File: config.mk
export PLATFORM = sky130hd
export DESIGN_NAME = clkout_pd_ctrl
export DESIGN_NICKNAME = d
export VERILOG_FILES = /design/src/rtl/pdc_pkg.sv /design/src/rtl/pdc_sync.sv /design/src/rtl/pdc_edges.sv /design/src/rtl/pdc_park.sv /design/src/rtl/clkout_pd_ctrl.sv
export SDC_FILE = /design/constraint.sdc
export NUM_CORES = 1
export LEC_CHECK = 0
export ABC_AREA = 1
export CORE_ASPECT_RATIO = 0.8
export CORE_MARGIN = 5
export CORE_UTILIZATION = 51
export DETAILED_ROUTE_END_ITERATION = 16
export PLACE_DENSITY = 0.83
export RECOVER_POWER = 100
export SYNTH_ARGS = -nofsm -noshare
export SYNTH_HDL_FRONTEND = slang
export SYNTH_SLANG_ARGS = --single-unit
File: constraint.sdc
create_clock -name clk -period 2.5 [get_ports clk]
set_input_delay 0.375 -clock clk [delete_from_list [all_inputs] [get_ports clk]]
set_output_delay 0.375 -clock clk [all_outputs]
set_load 0.05 [all_outputs]
File: src/rtl/pdc_pkg.sv
package pdc_pkg;
    localparam int GRP_COUNT = 3;

    typedef enum logic [2:0] {
        PH_PWRGD,
        PH_RUN,
        PH_STOP,
        PH_HELD,
        PH_WAKE,
        PH_RESUME
    } phase_e;
endpackage

File: src/rtl/pdc_sync.sv
module pdc_sync #(
    parameter int  STAGES    = 2,
    parameter logic RESET_VAL = 1'b1
) (
    input  logic clk,
    input  logic rst_n,
    input  logic async_i,
    output logic sync_o
);
    logic [STAGES-1:0] chain_d, chain_q;

    always_comb begin
        chain_d = {chain_q[STAGES-2:0], async_i};
    end

    always_ff @(posedge clk or negedge rst_n) begin
        if (!rst_n) chain_q <= {STAGES{RESET_VAL}};
        else        chain_q <= chain_d;
    end

    assign sync_o = chain_q[STAGES-1];
endmodule

File: src/rtl/pdc_edges.sv
module pdc_edges #(
    parameter int W = 4
) (
    input  logic         clk,
    input  logic         rst_n,
    input  logic [W-1:0] sig_i,
    output logic [W-1:0] fall_o
);
    logic [W-1:0] prev_d, prev_q;

    always_comb begin
        prev_d = sig_i;
    end

    always_ff @(posedge clk or negedge rst_n) begin
        if (!rst_n) prev_q <= '0;
        else        prev_q <= prev_d;
    end

    assign fall_o = prev_q & ~sig_i;
endmodule

File: src/rtl/pdc_park.sv
module pdc_park (
    input  logic en_i,
    input  logic mode_i,
    input  logic t_i,
    input  logic c_i,
    output logic t_o,
    output logic t_oe,
    output logic c_o,
    output logic c_oe
);
    always_comb begin
        t_o  = en_i ? t_i : 1'b1;
        t_oe = en_i | ~mode_i;
        c_o  = en_i ? c_i : 1'b0;
        c_oe = en_i;
    end
endmodule

File: src/rtl/clkout_pd_ctrl.sv
module clkout_pd_ctrl #(
    parameter int N_SE        = 2,
    parameter int REQ_EDGES   = 2,
    parameter int SETTLE_REFS = 4
) (
    input  logic                           clk,
    input  logic                           rst_n,
    input  logic                           pd_pin,
    input  logic                           ref_clk,
    input  logic [N_SE-1:0]                se_clk_i,
    input  logic [pdc_pkg::GRP_COUNT-1:0]  dif_t_i,
    input  logic [pdc_pkg::GRP_COUNT-1:0]  dif_c_i,
    input  logic [pdc_pkg::GRP_COUNT-1:0]  park_mode,
    output logic [N_SE-1:0]                se_clk_o,
    output logic [pdc_pkg::GRP_COUNT-1:0]  dif_t_o,
    output logic [pdc_pkg::GRP_COUNT-1:0]  dif_t_oe,
    output logic [pdc_pkg::GRP_COUNT-1:0]  dif_c_o,
    output logic [pdc_pkg::GRP_COUNT-1:0]  dif_c_oe,
    output logic                           osc_off,
    output logic                           vco_off
);
    import pdc_pkg::*;

    localparam int GRP   = GRP_COUNT;
    localparam int REQ_W = $clog2(REQ_EDGES + 1);
    localparam int SET_W = $clog2(SETTLE_REFS + 1);
    localparam int EDG_W = 1 + GRP + N_SE;

    typedef struct packed {
        phase_e           ph;
        logic [N_SE-1:0]  se_en;
        logic [GRP-1:0]   dif_en;
        logic [REQ_W-1:0] req_cnt;
        logic [SET_W-1:0] settle;
    } ctl_t;

    ctl_t ctl_d, ctl_q;

    logic             pin_s;
    logic [EDG_W-1:0] falls;
    logic             ref_rise;
    logic [GRP-1:0]   c_fall;
    logic [N_SE-1:0]  se_fall;

    pdc_sync #(.STAGES(2), .RESET_VAL(1'b1)) u_pin_sync (
        .clk     (clk),
        .rst_n   (rst_n),
        .async_i (pd_pin),
        .sync_o  (pin_s)
    );

    // The inverted reference makes a rising edge look like a falling one.
    pdc_edges #(.W(EDG_W)) u_edges (
        .clk    (clk),
        .rst_n  (rst_n),
        .sig_i  ({~ref_clk, dif_c_i, se_clk_i}),
        .fall_o (falls)
    );

    assign ref_rise = falls[EDG_W-1];
    assign c_fall   = falls[N_SE +: GRP];
    assign se_fall  = falls[N_SE-1:0];

    always_comb begin
        ctl_d = ctl_q;
        unique case (ctl_q.ph)
            PH_PWRGD: begin
                if (!pin_s) ctl_d.ph = PH_RESUME;
            end
            PH_RUN: begin
                if (ref_rise) begin
                    if (pin_s) begin
                        if (ctl_q.req_cnt == REQ_W'(REQ_EDGES - 1)) begin
                            ctl_d.ph      = PH_STOP;
                            ctl_d.req_cnt = '0;
                        end else begin
                            ctl_d.req_cnt = ctl_q.req_cnt + 1'b1;
                        end
                    end else begin
                        ctl_d.req_cnt = '0;
                    end
                end
            end
            PH_STOP: begin
                ctl_d.se_en  = ctl_q.se_en  & ~se_fall;
                ctl_d.dif_en = ctl_q.dif_en & ~c_fall;
                if (ctl_q.se_en == '0 && ctl_q.dif_en == '0) ctl_d.ph = PH_HELD;
            end
            PH_HELD: begin
                if (!pin_s) begin
                    ctl_d.ph     = PH_WAKE;
                    ctl_d.settle = '0;
                end
            end
            PH_WAKE: begin
                if (ref_rise) begin
                    if (ctl_q.settle == SET_W'(SETTLE_REFS - 1)) begin
                        ctl_d.ph     = PH_RESUME;
                        ctl_d.settle = '0;
                    end else begin
                        ctl_d.settle = ctl_q.settle + 1'b1;
                    end
                end
            end
            PH_RESUME: begin
                ctl_d.se_en  = ctl_q.se_en  | se_fall;
                ctl_d.dif_en = ctl_q.dif_en | c_fall;
                if ((&ctl_q.se_en) && (&ctl_q.dif_en)) begin
                    ctl_d.ph      = PH_RUN;
                    ctl_d.req_cnt = '0;
                end
            end
            default: ctl_d.ph = PH_PWRGD;
        endcase
    end

    always_ff @(posedge clk or negedge rst_n) begin
        if (!rst_n) ctl_q <= '{ph: PH_PWRGD, default: '0};
        else        ctl_q <= ctl_d;
    end

    assign se_clk_o = se_clk_i & ctl_q.se_en;
    assign osc_off  = (ctl_q.ph == PH_HELD);
    assign vco_off  = (ctl_q.ph == PH_HELD);

    for (genvar g = 0; g < GRP; g++) begin : g_pair
        pdc_park u_park (
            .en_i   (ctl_q.dif_en[g]),
            .mode_i (park_mode[g]),
            .t_i    (dif_t_i[g]),
            .c_i    (dif_c_i[g]),
            .t_o    (dif_t_o[g]),
            .t_oe   (dif_t_oe[g]),
            .c_o    (dif_c_o[g]),
            .c_oe   (dif_c_oe[g])
        );
    end
endmodule

==> results_dict.tcl, run 1 <==
set metrics [dict create \
    fmax_ghz 0.439 \
    p_clk_share_pct 11.1 \
    dieArea_mm2 0.00337 \
    port_buffers 30 \
    critPathKind "in2out" \
    mappedNetlistArea_mm2 0.00118 \
    worstHoldStart "u_pin_sync.chain_q[0]$_DFF_PN1_" \
    drc 0 \
    hpwlAfterDp_um 1920 \
    ios 31 \
    clkTransAtPathRegs_ns 0.13 \
    grtUsageTotal_pct 16.0 \
    detail_route.wirelength_um 2460 \
    holdWs_ns 0.365 \
    grt_pass1_wl_um 4220 \
    synth_mux_area_share_pct 0 \
    status "complete, no violations" \
    crit_fanout 3 \
    power_switching_w 0.000832 \
    worst_path_max_delay_cell "dlygate4sd3_1" \
    cp.required_ns 2.12 \
    via_count 976 \
    design_area_mm2 0.00137 \
    nNetsFinal 182 \
    worstPathCellList "dlygate4sd3_1, nand2_1, inv_1, dlygate4sd3_1" \
    vias_per_cell 5.14 \
    cts_tree "done" \
    ys_types 24 \
    cts_buffer_depth 2 \
    globalplace.congestion 0.796 \
    tightest_slew_ns 1.14 \
    hold_path.class "reg2reg" \
    die_x_um 63.7 \
    final_max_slew_viol_count 0 \
    ys_seq_elements 21 \
    h-tree-depth 1 \
    rr_startpoint "ctl_q[11]$_DFFE_PN0P_" \
    tns_ns 0 \
    sw_frac_of_total_pct 52.9 \
    min_period_ns 2.28 \
    cellPowerDensity_mw_per_mm2 1150 \
    yosys-top-cells-count "nand2_1 (36), dfrtp_1 (19), inv_1 (17), buf_4 (13), nor2_1 (11)" \
    cp_num_buf_inv 3 \
    syn_nets 160 \
    timing.max_cap.violations 0 \
    clk_latency_ns 0.32 \
    fillers 205 \
    max_stage_delay_ns 0.86 \
    core_mm2 0.00218 \
    drt-initial-drc-count 39 \
    end_kind "output pin" \
    fp.dieH_um 53.0 \
    drtPass1Iterations 4 \
    synth.most_common_cell "nand2_1" \
    async_flop_share_pct 100 \
    yosys_warnings 0 \
    grt_start_max_net_pins 22 \
    n_antenna_cell 0 \
    hold_viol 0 \
    ant_nets 0 \
    overflow 0 \
    areaGrowthSynthToFinish_pct 16.2 \
    synth_top_area_share_pct 40.4 \
    synth_area_per_cell_um2 8.17 \
    p_total_w 0.00157 \
    synth_top_area_cell "dfrtp_1" \
    synth-xor-area-share_pct 0 \
    rsz0062_at_grt "no" \
    synth-simple-area-share_pct 29.5 \
    finalSetupViolCount 0 \
    p_comb_share_pct 55.4 \
    leakagePower_nw 0.679 \
    synth_edf_count 0 \
    seq_area_frac_synth_pct 44.9 \
    critical-path-top-cell-by-count "dlygate4sd3_1" \
    cts_buffers 3 \
    grt_pass1_vias 922 \
    worstPathArrival_ns 1.90 \
    place_area_mm2 0.00140 \
    final_util_pct 62.8 \
    p_seq_share_pct 33.5 \
    synthCells 144 \
    cp-startpoint "dif_c_i[2]" \
    cp_top_family "buffers and inverters" \
    fin_worst_skew_ns 0.00774 \
    ir_drop_v 0.000632 \
    layout-drive-gt1-share_pct 9.70 \
    slew_headroom_pct 23.8 \
    clockRootBuffer "clkbuf_4" \
    fp-row-count 15 \
    regArea_um2 528 \
    start_util_pct 54.0 \
    synth_top_family_by_area "simple AND/OR/NAND/NOR gates" \
    clkSinkCount 21 \
    intPower_w 0.000742 \
    start_kind "primary input" \
    multi_input_area_um2 433 \
    grt_antenna_before_repair 0 \
    ctsHoldBuffers 0 \
    wl_per_cell_um 12.9 \
    fin_crit_sh_pct 91.2 \
    synth-compound-area-share_pct 9.26 \
    synth_ff_type "dfrtp_1" \
    synthTopCellsByArea "dfrtp_1 (40%), nand2_1 (11%), buf_4 (8.3%)" \
    synth_fa_ha_area_share_pct 1.06 \
]
==> power groups by stage <==
| stage | Combinational [W] | Clock [W] | Sequential (W) |
|---|---|---|---|
| final | 0.000872 | 0.000174 | 0.000527 |
| after global routing | 0.000963 | 0.000196 | 0.000545 |
| after CTS | 0.000957 | 0.000180 | 0.000536 |
| after detailed placement | 0.000955 | 0 | 0.000542 |
| after global placement | 0.000923 | 0 | 0.000534 |
| after floorplan | 0.000822 | 0 | 0.000497 |
==> per-layer routing <==
layer	GRT usage [%]	part of all wire [%]	vias to the layer above
li1	-	-	481
met1	20.3	42	454
met2	26.5	50	41
met3	6.16	7.2	0
met4	2.08	0	0
met5	0	0	-
==> final timing paths <==
check,to,slack (ns),cells past startpoint
max,dif_c_o[2],0.22,4
min,u_pin_sync.chain_q[1]$_DFF_PN1_,0.37,0
max reg2reg,ctl_q[12]$_DFFE_PN0P_,0.70,7
min reg2reg,u_pin_sync.chain_q[1]$_DFF_PN1_,0.37,0
max in group asynchronous,u_edges.prev_q[2]$_DFF_PN0_,1.04,2
min in group asynchronous,ctl_q[3]$_DFFE_PN0P_,0.78,2
==> through the flow <==
step / setup WS, ns / std cells
floorplan: 0.792 / 144
global placement: 0.372 / 186
detailed placement: 0.345 / 186
CTS: 0.0626 / 190
global route: 0.123 / 190
finish: 0.220 / 190
==> cell usage in the layout, fill, tap and decap left out <==
| cell | instances |
|---|---|
| nand2_1 | 37 |
| dfrtp_1 | 19 |
| dlygate4sd3_1 | 19 |
| inv_1 | 17 |
| nor2_1 | 15 |
| o21ai_0 | 11 |
| nand3_1 | 7 |
| clkdlybuf4s50_1 | 6 |
| clkbuf_1 | 6 |
| or2_2 | 3 |
| a21oi_1 | 3 |
| nand4_1 | 3 |
| clkbuf_4 | 3 |
| inv_2 | 2 |
| nand3_2 | 2 |
| nand3b_1 | 2 |
| nor2_2 | 2 |
| dfstp_2 | 2 |
| a31oi_1 | 1 |
| o21a_1 | 1 |
| a21oi_4 | 1 |
| o21ai_1 | 1 |
| ha_1 | 1 |
| clkinvlp_4 | 1 |
==> cell type report <==
type	instances	area share (%)
tap	25	2.29
multi-input combinational	90	31.7
sequential	21	38.6
inverter	19	5.22
timing repair buffer	31	20.0
clock inverter	1	0.549
clock buffer	3	1.65
==> what timing repair did <==
item                                    CTS  global route
buffers inserted                          0             0
endpoints found under the setup margin    0             2
gates resized for setup                   0             2
==> cell families (layout without fill, tap and decap cells) <==
kind of cell / Yosys count / after routing
fa+ha+maj: 1 / 1
buf+inv: 33 / 54
compound gates: 18 / 18
simple gates: 71 / 71
flops: 21 / 21
Power figures use the tool's default switching activity.
==> run 2: changes to the inputs <==
==> constraint.sdc (replaced) <==
create_clock -name clk -period 2.5 [get_ports clk]
set_input_delay 0.375 -clock clk [delete_from_list [all_inputs] [get_ports clk]]
set_output_delay 0.375 -clock clk [all_outputs]
set_load 0.02 [all_outputs]
==> results_dict.tcl, run 2 (synthesis gave the netlist of run 1 again) <==
set metrics [dict create \
    status "complete, no violations" \
    cp_num_buf_inv 3 \
    crit_fanout 5 \
    rsz0062_at_grt "no" \
    end_kind "output pin" \
    layout-drive-gt1-share_pct 8.48 \
    overflow 0 \
    fp.dieH_um 53.0 \
    detail_route.wirelength_um 2390 \
    vias_per_cell 5.33 \
    cts_buffers 3 \
    fin_worst_skew_ns 0.00586 \
    hpwlAfterDp_um 1900 \
    clockRootBuffer "clkbuf_4" \
    grtUsageTotal_pct 15.4 \
    grt_antenna_before_repair 0 \
    core_mm2 0.00218 \
    holdWs_ns 0.363 \
    cts_buffer_depth 2 \
    tns_ns 0 \
    clkSinkCount 21 \
    max_stage_delay_ns 0.67 \
    sw_frac_of_total_pct 46.3 \
    cp.required_ns 2.12 \
    power_switching_w 0.000650 \
    post-cts-setup-buffers 0 \
    p_seq_share_pct 37.6 \
    fp-row-count 15 \
    dieArea_mm2 0.00337 \
    critical-path-top-cell-by-count "inv_1" \
    hold_path.class "reg2reg" \
    port_buffers 30 \
    cts_tree "done" \
    finalSetupViolCount 0 \
    critPathKind "reg2out" \
    worstPathArrival_ns 1.91 \
    nNetsFinal 182 \
    wl_per_cell_um 12.6 \
    timing.max_cap.violations 0 \
    leakagePower_nw 0.704 \
    intPower_w 0.000755 \
    post_cts_resized 0 \
    grt_pass1_wl_um 4130 \
    p_comb_share_pct 50.8 \
    ios 31 \
    ir_drop_v 0.000748 \
    worst_path_max_delay_cell "dlygate4sd3_1" \
    ant_nets 0 \
    layout_common_cells "nand2_1 (37), dlygate4sd3_1 (24), dfrtp_1 (19), inv_1 (18), nor2_1 (15)" \
    slew_headroom_pct 25.8 \
    fin_crit_sh_pct 91.4 \
    cp_top_family "buffers and inverters" \
    min_period_ns 2.28 \
    h-tree-depth 1 \
    final_max_slew_viol_count 0 \
    clkTransAtPathRegs_ns 0.12 \
    ctsHoldBuffers 0 \
    grt_pass1_vias 968 \
    drt-initial-drc-count 20 \
    start_util_pct 54.0 \
    final_common_cell "nand2_1" \
    die_x_um 63.7 \
    drc 0 \
    areaGrowthSynthToFinish_pct 18.2 \
    rrSetupSlack_ns 0.66 \
    n_antenna_cell 0 \
    drtPass1Iterations 4 \
    worstPathCellList "inv_1, nor2_1, nand2_1, inv_1, dlygate4sd3_1" \
    start_kind "register" \
    cellPowerDensity_mw_per_mm2 1010 \
    p_clk_share_pct 11.6 \
    via_count 1013 \
    grt_start_max_net_pins 22 \
    fmax_ghz 0.438 \
    tightest_slew_ns 1.11 \
    hold_viol 0 \
    globalplace.congestion 0.788 \
    clk_latency_ns 0.30 \
]
## run 2: layer usage
metal / global-route usage [%] / part of all wire, % / vias to the layer above
met5: 0 / 0 / -
met4: 2.08 / 0.59 / 0
li1: - / - / 483
met2: 28.9 / 52 / 30
met1: 17.4 / 41 / 498
met3: 5.52 / 5.9 / 2
## run 2: cell type report
type                       instances  area [µm²]
inverter                          19        71.3
fill                             206         787
clock inverter                     1        5.00
clock buffer                       3        22.5
tap                               25        31.3
sequential                        21         528
timing repair buffer              31         304
multi-input combinational         90         428
## run 2: worst register-to-register path, stage by stage (launching register included)
cell	delay (ns)
dfrtp_1	0.46
inv_1	0.10
nor2_1	0.34
nand2_1	0.29
nor2_1	0.22
nor2_1	0.12
nand3_1	0.15
nand2_1	0.07
nand2_1	0.06
## run 2: power by group through the flow
stage	Sequential (W)	Clock (W)	Combinational (W)
detailed placement	0.000546	0	0.000801
global route	0.000543	0.000180	0.000804
global placement	0.000533	0	0.000761
finish	0.000529	0.000162	0.000715
CTS	0.000539	0.000166	0.000802
floorplan	0.000497	0	0.000651
## run 2: worst paths after layout
| check | to | startpoint | depth (start not counted) |
|---|---|---|---|
| worst max-delay path | osc_off | ctl_q[10]$_DFFE_PN0P_ | 5 |
| worst min-delay path | u_pin_sync.chain_q[1]$_DFF_PN1_ | u_pin_sync.chain_q[0]$_DFF_PN1_ | 0 |
| worst max register to register | ctl_q[11]$_DFFE_PN0P_ | ctl_q[10]$_DFFE_PN0P_ | 8 |
| worst min register to register | u_pin_sync.chain_q[1]$_DFF_PN1_ | u_pin_sync.chain_q[0]$_DFF_PN1_ | 0 |
| max in group asynchronous | asynchronous set/reset pin | rst_n | 2 |
| min in group asynchronous | ctl_q[0]$_DFFE_PN0P_ | rst_n | 2 |
## run 2: stage by stage
step           setup slack, ns  util, %  cells  area, µm²  power [W]
6_report                 0.216     63.9    190       1390    0.00141
3_3_place_gp             0.540     64.6    186       1410    0.00129
3_5_place_dp             0.529     64.6    186       1410    0.00135
5_1_grt                 0.0956     63.9    190       1390    0.00153
2_1_floorplan             1.07        -    144       1180    0.00115
4_1_cts                  0.239     65.9    190       1430    0.00151
==> run 3: changes to the inputs <==
--- a/config.mk
+++ b/config.mk
@@ -8,9 +8,9 @@
 export ABC_AREA = 1
 export CORE_ASPECT_RATIO = 0.8
 export CORE_MARGIN = 5
-export CORE_UTILIZATION = 51
+export CORE_UTILIZATION = 47
 export DETAILED_ROUTE_END_ITERATION = 16
-export PLACE_DENSITY = 0.83
+export PLACE_DENSITY = 0.78
 export RECOVER_POWER = 100
 export SYNTH_ARGS = -nofsm -noshare
 export SYNTH_HDL_FRONTEND = slang
==> constraint.sdc (replaced) <==
create_clock -name clk -period 2.3 [get_ports clk]
set_input_delay 0.345 -clock clk [delete_from_list [all_inputs] [get_ports clk]]
set_output_delay 0.345 -clock clk [all_outputs]
set_load 0.02 [all_outputs]
==> results_dict.tcl, run 3 (synthesis gave the netlist of run 1 again) <==
set metrics [dict create \
    status "complete, no violations" \
    start_kind "register" \
    hpwlAfterDp_um 1770 \
    post_cts_resized 0 \
    end_kind "output pin" \
    min_period_ns 2.11 \
    fmax_ghz 0.473 \
    dp_slack_ns 0.368 \
    dieArea_mm2 0.00361 \
    multi_input_area_um2 433 \
    ant_nets 0 \
    drt-initial-drc-count 27 \
    hold_path.class "reg2reg" \
    leakagePower_nw 0.697 \
    clk_latency_ns 0.30 \
    cp_num_buf_inv 3 \
    grt_pass1_wl_um 3750 \
    start_util_pct 48.6 \
    post-cts-setup-buffers 0 \
    cts_tree "done" \
    cp_top_family "buffers and inverters" \
    grtUsageTotal_pct 13.8 \
    place_area_mm2 0.00142 \
    worstPathArrival_ns 1.77 \
    timing.max_cap.violations 0 \
    cts_buffer_depth 2 \
    fp-row-count 16 \
    fin_ws_ns 0.187 \
    n_antenna_cell 0 \
    regArea_um2 528 \
    cts_buffers 3 \
    overflow 0 \
    drc 0 \
    fin_crit_sh_pct 91.9 \
    rsz0062_at_grt "no" \
    tightest_slew_ns 1.06 \
    layout_common_cells "nand2_1 (37), dlygate4sd3_1 (22), dfrtp_1 (19), inv_1 (17), nor2_1 (15)" \
    layout-drive-gt1-share_pct 9.70 \
    nNetsFinal 182 \
    finalSetupViolCount 0 \
    slew_headroom_pct 29.0 \
    final_max_slew_viol_count 0 \
    fillers 227 \
    clockRootBuffer "clkbuf_4" \
    final_common_cell "nand2_1" \
    die_x_um 65.9 \
    core_mm2 0.00242 \
    wl_per_cell_um 11.1 \
    crit_fanout 5 \
    areaGrowthSynthToFinish_pct 19.3 \
    fp.dieH_um 54.7 \
    design_area_mm2 0.00140 \
    detail_route.wirelength_um 2230 \
    h-tree-depth 1 \
    ctsHoldBuffers 0 \
    ir_drop_v 0.000486 \
    clkSinkCount 21 \
    cellPowerDensity_mw_per_mm2 1080 \
    drtPass1Iterations 7 \
    vias_per_cell 4.77 \
    via_count 959 \
    port_buffers 30 \
    worst_path_max_delay_cell "clkdlybuf4s50_1" \
    max_stage_delay_ns 0.59 \
    grt_pass1_vias 878 \
    hold_viol 0 \
    fin_worst_skew_ns 0.00571 \
    clkTransAtPathRegs_ns 0.11 \
    critPathKind "reg2out" \
    worstPathCellList "inv_2, nor2_1, nand2_1, inv_1, clkdlybuf4s50_1" \
    ios 31 \
    grt_antenna_before_repair 0 \
    tns_ns 0 \
    cp.required_ns 1.96 \
    grt_start_max_net_pins 22 \
    globalplace.congestion 0.836 \
]
[run 3: power breakdown]
group / switching (W) / internal, W
combinational: 0.000473 / 0.000299
sequential: 0.000109 / 0.000459
clock: 0.000106 / 0.0000648
total: 0.000688 / 0.000823
[run 3: routing by layer]
layer	global-route usage, %	share of wire (%)	up-vias
met3	4.52	7.3	5
met4	6.76	1.4	0
met5	0	0	-
li1	-	-	487
met1	15.8	44	435
met2	23.6	47	32
[run 3: final timing paths]
check | startpoint | end | slack [ns] | depth (start not counted)
worst max-delay path | ctl_q[10]$_DFFE_PN0P_ | osc_off | 0.19 | 5
worst min-delay path | u_pin_sync.chain_q[0]$_DFF_PN1_ | u_pin_sync.chain_q[1]$_DFF_PN1_ | 0.36 | 0
worst max register to register | ctl_q[11]$_DFFE_PN0P_ | register | 0.57 | 7
worst min register to register | u_pin_sync.chain_q[0]$_DFF_PN1_ | u_pin_sync.chain_q[1]$_DFF_PN1_ | 0.36 | 0
max in group asynchronous | rst_n | ctl_q[3]$_DFFE_PN0P_ | 0.92 | 2
min in group asynchronous | rst_n | ctl_q[2]$_DFFE_PN0P_ | 0.74 | 2
[run 3: worst reg2reg max path, cell delays in order, from the launching register on]
cell and delay (ns):
dfrtp_1 0.49, nor2_1 0.36, nand2_1 0.27, nand2_1 0.16
nand2_1 0.06, nor2_1 0.14, nor2_1 0.06, a21oi_1 0.11
[run 3: cell type report]
| class | instances | share of cell area, % |
|---|---|---|
| flip-flops and latches | 21 | 37.6 |
| repair buffers | 31 | 21.2 |
| clock buffers | 3 | 1.61 |
| clock inverters | 1 | 0.357 |
| multi-input cells | 90 | 30.9 |
| well taps | 36 | 3.21 |
| inverters | 19 | 5.08 |
[run 3: stage by stage]
stage,total power (W),util [%],hold WS (ns),std cells
2_1_floorplan,0.00125,-,0.0494,144
3_3_place_gp,0.00141,58.6,0.347,197
3_5_place_dp,0.00144,58.6,0.348,197
4_1_cts,0.00162,59.8,0.365,201
5_1_grt,0.00166,57.9,0.374,201
6_report,0.00151,57.9,0.362,201
